## config.mk

```make
export PLATFORM = sky130hd
export DESIGN_NAME = vf_phase_nco
export DESIGN_NICKNAME = d
export VERILOG_FILES = /design/src/rtl/vf_nco_pkg.sv /design/src/rtl/vf_cw_bytes.sv /design/src/rtl/vf_step_mag.sv /design/src/rtl/vf_phase_acc.sv /design/src/rtl/vf_phase_nco.sv
export SDC_FILE = /design/constraint.sdc
export NUM_CORES = 1
export LEC_CHECK = 0
export ABC_AREA = 1
export BUFFER_PORTS_ARGS = -buffer_cell sky130_fd_sc_hd__clkbuf_2
export CAP_MARGIN = 20
export CORE_ASPECT_RATIO = 0.6
export CORE_UTILIZATION = 42
export DETAILED_ROUTE_END_ITERATION = 10
export PLACE_DENSITY_LB_ADDON = 0.3
export RECOVER_POWER = 25
export SLEW_MARGIN = 10
export SYNTH_ARGS = -nofsm -noshare
export SYNTH_HDL_FRONTEND = slang
export SYNTH_SLANG_ARGS = --single-unit
export TNS_END_PERCENT = 5
```

## constraint.sdc

```tcl
create_clock -name clk -period 1.83 [get_ports clk]
set_clock_uncertainty 0.1 [all_clocks]
set_input_delay 0.2745 -clock clk [delete_from_list [all_inputs] [get_ports clk]]
set_output_delay 0.2745 -clock clk [all_outputs]
set_load 0.1 [all_outputs]
```

## src/rtl/vf_nco_pkg.sv

```systemverilog
package vf_nco_pkg;
  parameter int unsigned CW_W   = 16;
  parameter int unsigned BYTE_W = 8;
  localparam int unsigned LANES = CW_W / BYTE_W;
  localparam int unsigned SEL_W = (LANES > 1) ? $clog2(LANES) : 1;

  typedef logic [CW_W-1:0]   cword_t;
  typedef logic [BYTE_W-1:0] cbyte_t;
endpackage

```

## src/rtl/vf_cw_bytes.sv

```systemverilog
module vf_cw_bytes
  import vf_nco_pkg::*;
(
  input  logic             clk,
  input  logic             rst,
  input  logic             wr,
  input  logic [SEL_W-1:0] sel,
  input  cbyte_t           data,
  output cword_t           cword
);
  cword_t cw_q;

  generate
    for (genvar g = 0; g < LANES; g++) begin : g_lane
      always_ff @(posedge clk) begin
        if (rst)
          cw_q[g*BYTE_W +: BYTE_W] <= '0;
        else if (wr && (sel == SEL_W'(g)))
          cw_q[g*BYTE_W +: BYTE_W] <= data;
      end
    end
  endgenerate

  assign cword = cw_q;

  // a high-lane write leaves the low lane untouched
  a_r2_low_kept: assert property (@(posedge clk) disable iff (rst)
    (wr && sel == SEL_W'(LANES-1)) |=> (cw_q[BYTE_W-1:0] == $past(cw_q[BYTE_W-1:0])));
  // a low-lane write leaves the high lane untouched
  a_r2_high_kept: assert property (@(posedge clk) disable iff (rst)
    (wr && sel == SEL_W'(0)) |=> (cw_q[CW_W-1:CW_W-BYTE_W] == $past(cw_q[CW_W-1:CW_W-BYTE_W])));
endmodule

```

## src/rtl/vf_step_mag.sv

```systemverilog
module vf_step_mag
  import vf_nco_pkg::*;
(
  input  logic   clk,
  input  logic   rst,
  input  cword_t cword,
  output cword_t step
);
  localparam cword_t HALF = cword_t'(1) << (CW_W-1);

  cword_t step_q;

  always_ff @(posedge clk) begin
    if (rst)
      step_q <= '0;
    else if (cword[CW_W-1])
      step_q <= ~cword + cword_t'(1);
    else
      step_q <= cword;
  end

  assign step = step_q;

  // the magnitude never exceeds half the phase range
  a_r3_step_bound: assert property (@(posedge clk) disable iff (rst)
    step_q <= HALF);
endmodule

```

## src/rtl/vf_phase_acc.sv

```systemverilog
module vf_phase_acc
  import vf_nco_pkg::*;
(
  input  logic   clk,
  input  logic   rst,
  input  logic   run,
  input  cword_t step,
  output logic   msb,
  output logic   tick
);
  cword_t acc_q;
  cword_t acc_nxt;
  logic   tick_q;

  always_comb begin
    if (run)
      acc_nxt = acc_q + step;
    else
      acc_nxt = '0;
  end

  always_ff @(posedge clk) begin
    if (rst) begin
      acc_q  <= '0;
      tick_q <= 1'b0;
    end else begin
      acc_q  <= acc_nxt;
      tick_q <= run & ~acc_q[CW_W-1] & acc_nxt[CW_W-1];
    end
  end

  assign msb  = acc_q[CW_W-1];
  assign tick = tick_q;

  // a cleared run control leaves the phase at zero
  a_r6_idle_zero: assert property (@(posedge clk) disable iff (rst)
    !run |=> (acc_q == '0 && !tick_q));
  // a zero step keeps the phase frozen
  a_r8_zero_step: assert property (@(posedge clk) disable iff (rst)
    (run && step == '0) |=> $stable(acc_q));
endmodule

```

## src/rtl/vf_phase_nco.sv

```systemverilog
module vf_phase_nco
  import vf_nco_pkg::*;
(
  input  logic             clk,
  input  logic             rst,
  input  logic             chan_start,
  input  logic             cw_wr,
  input  logic [SEL_W-1:0] cw_sel,
  input  logic [BYTE_W-1:0] cw_data,
  output logic             vf_out,
  output logic             vf_tick
);
  cword_t cword;
  cword_t step;

  vf_cw_bytes u_bytes (
    .clk   (clk),
    .rst   (rst),
    .wr    (cw_wr),
    .sel   (cw_sel),
    .data  (cw_data),
    .cword (cword)
  );

  vf_step_mag u_mag (
    .clk   (clk),
    .rst   (rst),
    .cword (cword),
    .step  (step)
  );

  vf_phase_acc u_acc (
    .clk  (clk),
    .rst  (rst),
    .run  (chan_start),
    .step (step),
    .msb  (vf_out),
    .tick (vf_tick)
  );

  // a tick marks the first cycle of a high phase
  a_r9_tick_edge: assert property (@(posedge clk) disable iff (rst)
    vf_tick |-> (vf_out && !$past(vf_out)));
  // ticks never last two cycles
  a_r9_tick_single: assert property (@(posedge clk) disable iff (rst)
    vf_tick |=> !vf_tick);
  // every rise of the output carries a tick
  a_r9_rise_ticks: assert property (@(posedge clk) disable iff (rst)
    $rose(vf_out) |-> vf_tick);
endmodule

```

==> summary.md, run 1 <==
| Metric | Value |
|---|---|
| Avg WL per Cell | `11.8 um` |
| DRT iter0 DRCs | `55` |
| Drt via density | `4.77` |
| Initial Utilization | `0.450` |
| Final worst path period share | `0.961` |
| Die height | `62.8 um` |
| Die Wd | `103 um` |
| CP startpoint kind | `flip-flop` |
| Number of global-route vias before repair | `1990` |
| Antenna-violating nets left | `0` |
| Layout cells sized above 1 | `0.188` |
| Yosys reg bits | `49` |
| Setup slack after layout | `0.0721 ns` |
| Static leakage | `1.36 nW` |
| Final RePlAce weighted congestion | `0.802` |
| Final Hold Violating Endpoints | `0` |
| Worst R2R Path Depth | `11` |
| Drt total wl | `5.35 mm` |
| PwrDens | `792 nW/um^2` |
| Max Freq | `569 MHz` |
| Syn Nets | `384` |
| FP Rows | `21` |
| Gr ovfl total | `0` |
| CP Max Fanout | `4` |
| Critical Path Sink Type | `flip-flop` |
| Final min period | `1.76 ns` |
| Num ports | `15` |
| Clock Root Buffer | `clkbuf_8` |
| Placed insts | `442` |
| Cells after synthesis | `354` |
| Post-route insts no fill | `452` |
| HP Start | `rst` |
| Port Buffers | `14` |
| Yosys Warn Count | `0` |
| Status | `complete, no violations` |
| EDFF count, synth | `0` |
| Worst r2r dst | `u_acc.acc_q[10]` |
| Hold depth | `2` |
| HPWL Detailed | `4.01 mm` |
| CTS clock-pin slew for the worst setup and hold paths | `0.09 ns` |
| Clk buf depth | `2` |
| Worst hold-check path type | `in -> reg` |
| Crit Path Category | `reg -> reg` |
| Peak supply drop | `0.415 mV` |
| Setup TNS Final | `0 ns` |
| First-pass GRT wire length | `8.91 mm` |
| Area occupied by multi-input gates | `1430 um^2` |
| Worst-Margin Slew | `0.540 ns` |
| # fillers | `564` |
| MaxCap Viol Count | `0` |
| Antenna Cells | `0` |
| Sequential area share after synthesis | `0.379` |
| Commonest non-fill, non-tap cells in the layout | `nand2_1, dfxtp_1, a21oi_1` |
| Setup Slack @ Placement | `-0.00488 ns` |
| Top_reg_cell synth | `dfxtp_1` |
| Worst EP required | `1.95 ns` |
| Core area | `5750 um^2` |
| Fin nets | `402` |
| RSZ-0062 raised after global routing | `yes` |
| First drt pass iteration count | `5` |
| Worst relative slew slack | `0.642` |
| Most common cell after layout, fill and taps aside | `nand2_1` |
| Area of placed instances | `2740 um^2` |
| Post-Syn Area | `2590 um^2` |
| Pwr Total | `2.30 mW` |
| Async set or reset register ratio after synthesis | `0` |
| Synth cell types | `34` |
| Register area | `983 um^2` |
| DRC Markers | `0` |
| Hold Path Sink | `u_mag.step[0]` |
| P&R area growth vs syn | `12.2%` |
| Largest net degree at the start of global routing | `30` |
| Critical Path AT | `1.88 ns` |
| Final setup vio count | `0` |
| Count of final max-slew check failures | `0` |
| Initial antenna violation count | `0` |
| Clock sink total | `49` |
| Die area | `6490 um^2` |
| Post-route cell area | `2910 um^2` |
| Later-pin clock latency in the skew report | `0.32 ns` |
| CTS tree | `built` |
| RR Startpoint | `u_mag.step[0]` |
| Total clock buffers created by CTS | `5` |
| Vias | `2158` |
| Average cell area after synthesis | `7.31 um^2` |
| Htree depth | `2` |
| FF-to-FF setup slack | `0.07 ns` |
| GRT Resource Usage Total | `0.181` |
## final cells by class
type                    count  area share
inverters                  48      0.0620
well taps                  80      0.0345
clock buffers               5      0.0237
flip-flops and latches     49       0.339
multi-input cells         249       0.493
clock inverters             2      0.0121
repair buffers             19      0.0366
## worst max path at each step
stage,startpoint,endpoint,slack (ns),cells past startpoint
2_1_floorplan,u_mag.step[0],u_acc.acc_q[14],0.13,9
3_3_place_gp,u_mag.step[0],u_acc.acc_q[14],0.08,9
3_5_place_dp,u_mag.step[0],u_acc.acc_q[14],-0.005,9
4_1_cts,u_mag.step[0],u_acc.acc_q[14],0.06,9
5_1_grt,u_mag.step[0],u_acc.acc_q[14],-0.04,10
6_report,u_mag.step[0],u_acc.acc_q[10],0.07,11
## cell usage after synthesis, types with 2 or more instances
library cell,instances,area share
nand2_2,6,0.015
nor3_1,8,0.015
nand2_1,66,0.096
nor2_1,37,0.054
dfxtp_1,49,0.38
ha_1,16,0.077
inv_1,34,0.049
nand3_2,3,0.012
nor3_2,2,0.0077
clkinv_1,2,0.0029
nand4_1,3,0.0073
buf_2,3,0.0058
a21oi_1,44,0.085
a21oi_2,5,0.017
inv_2,12,0.017
nor2_2,2,0.0048
o21a_1,2,0.0058
o21ai_0,30,0.058
clkbuf_1,3,0.0043
nand3_1,12,0.023
xor2_1,2,0.0068
## sequential cells by signal, indices dropped and copies added (netlist names)
register and count:
u_bytes.cword 16, u_mag.step 16, u_acc.acc_q 16, u_acc.tick 1
## stage by stage
stage	hold WS, ns	util
floorplan	0.247	-
global placement	0.354	0.475
detailed placement	0.362	0.475
CTS	0.0634	0.494
global route	0.0680	0.505
finish	0.0752	0.505
## critical path: stages (launching register included)
cell and delay (ns):
dfxtp_2 0.35, ha_4 0.13, inv_1 0.05, fa_2 0.39, o21ai_4 0.20, nand2_2 0.09, nand2_4 0.08, nand2_1 0.05
nand2_1 0.07, nand2_1 0.05, nand2_1 0.06, nor2_1 0.04
## routing by layer
layer	vias up	routed length, um	share of wire	global-route usage
met3	6	251	0.047	0.0481
met4	0	41	0.0077	0.0739
li1	1193	-	-	-
met2	33	2070	0.39	0.251
met5	-	0	0	0
met1	926	2990	0.56	0.262
## logic make-up (layout without fill, tap and decap cells)
kind of cell | Yosys count | after routing | synth area share
and+or+nand+nor | 143 | 143 | 0.259
buffers and inverters | 56 | 74 | 0.0846
xor gates and xnor gates | 2 | 2 | 0.00677
AOI/OAI and AO/OA | 87 | 87 | 0.186
DFF | 49 | 49 | 0.379
adders and majority gates | 17 | 17 | 0.0851
## where the power goes
group          total, mW  switching, mW  internal [mW]
clock network      0.769          0.371          0.398
registers           1.17         0.0384           1.13
logic              0.365          0.234          0.130
## what timing repair did
item                                    in CTS  in global routing
hold buffers                                 0                  0
pin swaps                                    1                  6
resized for setup                            1                 12
endpoints found under the setup margin       1                  4
setup buffers                                0                  3
hold endpoints to repair                     0                  0
Power figures use the tool's default switching activity.
==> inputs of run 2 (changes only) <==
--- a/config.mk
+++ b/config.mk
@@ -11,7 +11,7 @@
 export CORE_ASPECT_RATIO = 0.6
 export CORE_UTILIZATION = 42
 export DETAILED_ROUTE_END_ITERATION = 10
-export PLACE_DENSITY_LB_ADDON = 0.3
+export PLACE_DENSITY = 0.61
 export RECOVER_POWER = 25
 export SLEW_MARGIN = 10
 export SYNTH_ARGS = -nofsm -noshare
==> run 2 against run 1 <==
Effect of this change: count of clock-buffer cells in the layout grew 1; largest cell class unchanged; die area unchanged; first-iteration DRC count grew 16%; critical path type unchanged; non-clock buffer count decreased by 1; clock power shrank 16%.
==> summary.md, run 2 (synthesis results as in run 1) <==
| Metric | Value |
|---|---|
| Core area | `5750 um^2 (unchanged)` |
| Gr ovfl total | `0 (unchanged)` |
| Later-pin clock latency in the skew report | `0.31 ns (about the same)` |
| PwrDens | `758 nW/um^2 (-4.3%)` |
| Clock sink total | `49 (unchanged)` |
| Crit Path Category | `reg -> reg` |
| Final RePlAce weighted congestion | `0.787 (-1.8%)` |
| Final min period | `1.74 ns (-0.0224 ns)` |
| CP Max Fanout | `5 (+1)` |
| RR Startpoint | `u_mag.step[0]` |
| DRT iter0 DRCs | `64 (+16%)` |
| Pwr Total | `2.18 mW (-5.3%)` |
| Worst relative slew slack | `0.642 (+0.000893)` |
| Drt total wl | `5.40 mm (+0.92%)` |
| Critical Path AT | `1.84 ns (-0.04 ns)` |
| HP Start | `rst` |
| First-pass GRT wire length | `9.07 mm (+1.8%)` |
| Layout cells sized above 1 | `0.172 (-0.0161)` |
| Largest net degree at the start of global routing | `30 (unchanged)` |
| Number of global-route vias before repair | `1938 (-2.6%)` |
| Static leakage | `1.33 nW (-2.1%)` |
| Met2 usage | `0.243 (-0.00745)` |
| Commonest non-fill, non-tap cells in the layout | `nand2_1, dfxtp_1, a21oi_1` |
| GRT Resource Usage Total | `0.183 (+0.00124)` |
| Worst R2R Path Depth | `9 (-2)` |
| Port Buffers | `14 (unchanged)` |
| MaxCap Viol Count | `0 (unchanged)` |
| Initial Utilization | `0.450 (unchanged)` |
| Worst path slowest cell | `fa_2` |
| Total clock buffers created by CTS | `5 (unchanged)` |
| Vias | `2150 (-0.37%)` |
| Htree depth | `2 (unchanged)` |
| Most crowded layer after global routing | `met1` |
| Num ports | `15 (unchanged)` |
| Hold depth | `2 (unchanged)` |
| P&R area growth vs syn | `11.1%` |
| Avg WL per Cell | `11.9 um (+0.92%)` |
| Post-route insts no fill | `452 (unchanged)` |
| Final Hold Violating Endpoints | `0 (unchanged)` |
| Final worst path period share | `0.948 (-0.0122)` |
| Clk buf depth | `2 (unchanged)` |
| Max Freq | `576 MHz (+1.3%)` |
| First drt pass iteration count | `4 (-1)` |
| Initial antenna violation count | `0 (unchanged)` |
| Slowest stage delay, CP | `0.38 ns (about the same)` |
| Util after Layout | `0.500 (-0.00500)` |
| Worst EP required | `1.94 ns (about the same)` |
| HPWL Detailed | `4.06 mm (+1.2%)` |
| Die Wd | `103 um (unchanged)` |
| Critical Path Sink Type | `flip-flop` |
| Antenna Cells | `0 (unchanged)` |
| Peak supply drop | `0.323 mV (-22%)` |
| RSZ-0062 raised after global routing | `yes` |
| Most common cell after layout, fill and taps aside | `nand2_1` |
| CTS tree | `built` |
| Final setup vio count | `0 (unchanged)` |
| Worst hold-check path type | `in -> reg` |
| M3 GR Usage | `0.0403 (-0.00783)` |
| Clock Root Buffer | `clkbuf_8` |
| Worst r2r dst | `u_acc.acc_q[14]` |
| Status | `complete, no violations` |
| GR Util met1 | `0.276 (+0.0143)` |
| Die area | `6490 um^2 (unchanged)` |
| Drt via density | `4.76 (-0.37%)` |
| Count of final max-slew check failures | `0 (unchanged)` |
| Critical Path, Cell by Cell | `ha_4 > inv_1 > fa_2 > o21ai_4 > nand2_2 > nand2_4 > nand2_1 > a21oi_1 > nor2_1` |
| CP startpoint kind | `flip-flop` |
| CTS clock-pin slew for the worst setup and hold paths | `0.09 ns (about the same)` |
| FF-to-FF setup slack | `0.09 ns (+0.02 ns)` |
| Hold Buf Count CTS | `0 (unchanged)` |
| Worst-Margin Slew | `0.539 ns (-0.00135 ns)` |
| FP Rows | `21 (unchanged)` |
| Hold Path Sink | `u_mag.step[0]` |
| Antenna-violating nets left | `0 (unchanged)` |
| DRC Markers | `0 (unchanged)` |
| Die height | `62.8 um (unchanged)` |
| Fin nets | `401 (-0.25%)` |
| Placed insts | `442 (unchanged)` |
==> run 2: changes by cell type in the layout (fill, tap and decap cells not counted), moves of 2 or more <==
cell and change:
clkbuf_1 +2, o21ai_0 +2, clkinvlp_4 +2, o21ai_1 -2
==> run 2: final cells by class <==
cell class	instances	area (um^2)
Sequential cell	49	983
Clock inverter	2	15.0
Clock buffer	6	72.6
Multi-Input combinational cell	249	1430
Timing Repair Buffer	18	97.6
Tap cell	80	100
Fill cell	577	2880
Inverter	48	180
==> run 2: layer usage <==
metal,up-vias,share of wire
met3,5,0.037
met2,39,0.38
met1,918,0.57
met4,0,0.012
met5,-,0
li1,1188,-
==> run 2: worst max-delay path by stage <==
stage | cells past startpoint | from | slack [ns] | end
finish | 9 | u_mag.step[0] | 0.09 | u_acc.acc_q[14]
global route | 11 | u_mag.step[0] | -0.04 | u_acc.acc_q[10]
CTS | 9 | u_mag.step[0] | 0.02 | u_acc.acc_q[14]
detailed placement | 9 | u_mag.step[0] | 0.03 | u_acc.acc_q[14]
global placement | 11 | u_mag.step[0] | 0.07 | u_acc.acc_q[10]
floorplan | 9 | u_mag.step[0] | 0.13 | u_acc.acc_q[14]
==> run 2: critical path: cells and delay by family (launching register included) <==
| family | cells | cell delay [ns] |
|---|---|---|
| adder cells (fa/ha/maj) | 2 | 0.51 |
| flip-flops | 1 | 0.36 |
| AO/OA/AOI/OAI | 2 | 0.32 |
| AND/OR/NAND/NOR | 4 | 0.30 |
| buffers and inverters | 1 | 0.05 |
==> run 2: power by group <==
part	switching [mW]	total, mW	internal [mW]
logic	0.234	0.364	0.129
clock network	0.378	0.648	0.270
registers	0.0387	1.17	1.13
==> run 2: metrics by stage <==
| step | setup TNS (ns) | hold slack [ns] | area (um^2) | setup slack (ns) |
|---|---|---|---|---|
| after floorplan | 0 | 0.247 | 2590 | 0.133 |
| after global placement | 0 | 0.357 | 2740 | 0.0708 |
| after detailed placement | 0 | 0.364 | 2740 | 0.0339 |
| after CTS | 0 | 0.0834 | 2820 | 0.0209 |
| after global routing | -0.0389 | 0.0820 | 2880 | -0.0389 |
| final | 0 | 0.0849 | 2880 | 0.0945 |
==> run 2: timing repair <==
item	CTS	global route
gates resized for setup	0	8
endpoints found under the setup margin	0	7
setup buffers	0	2
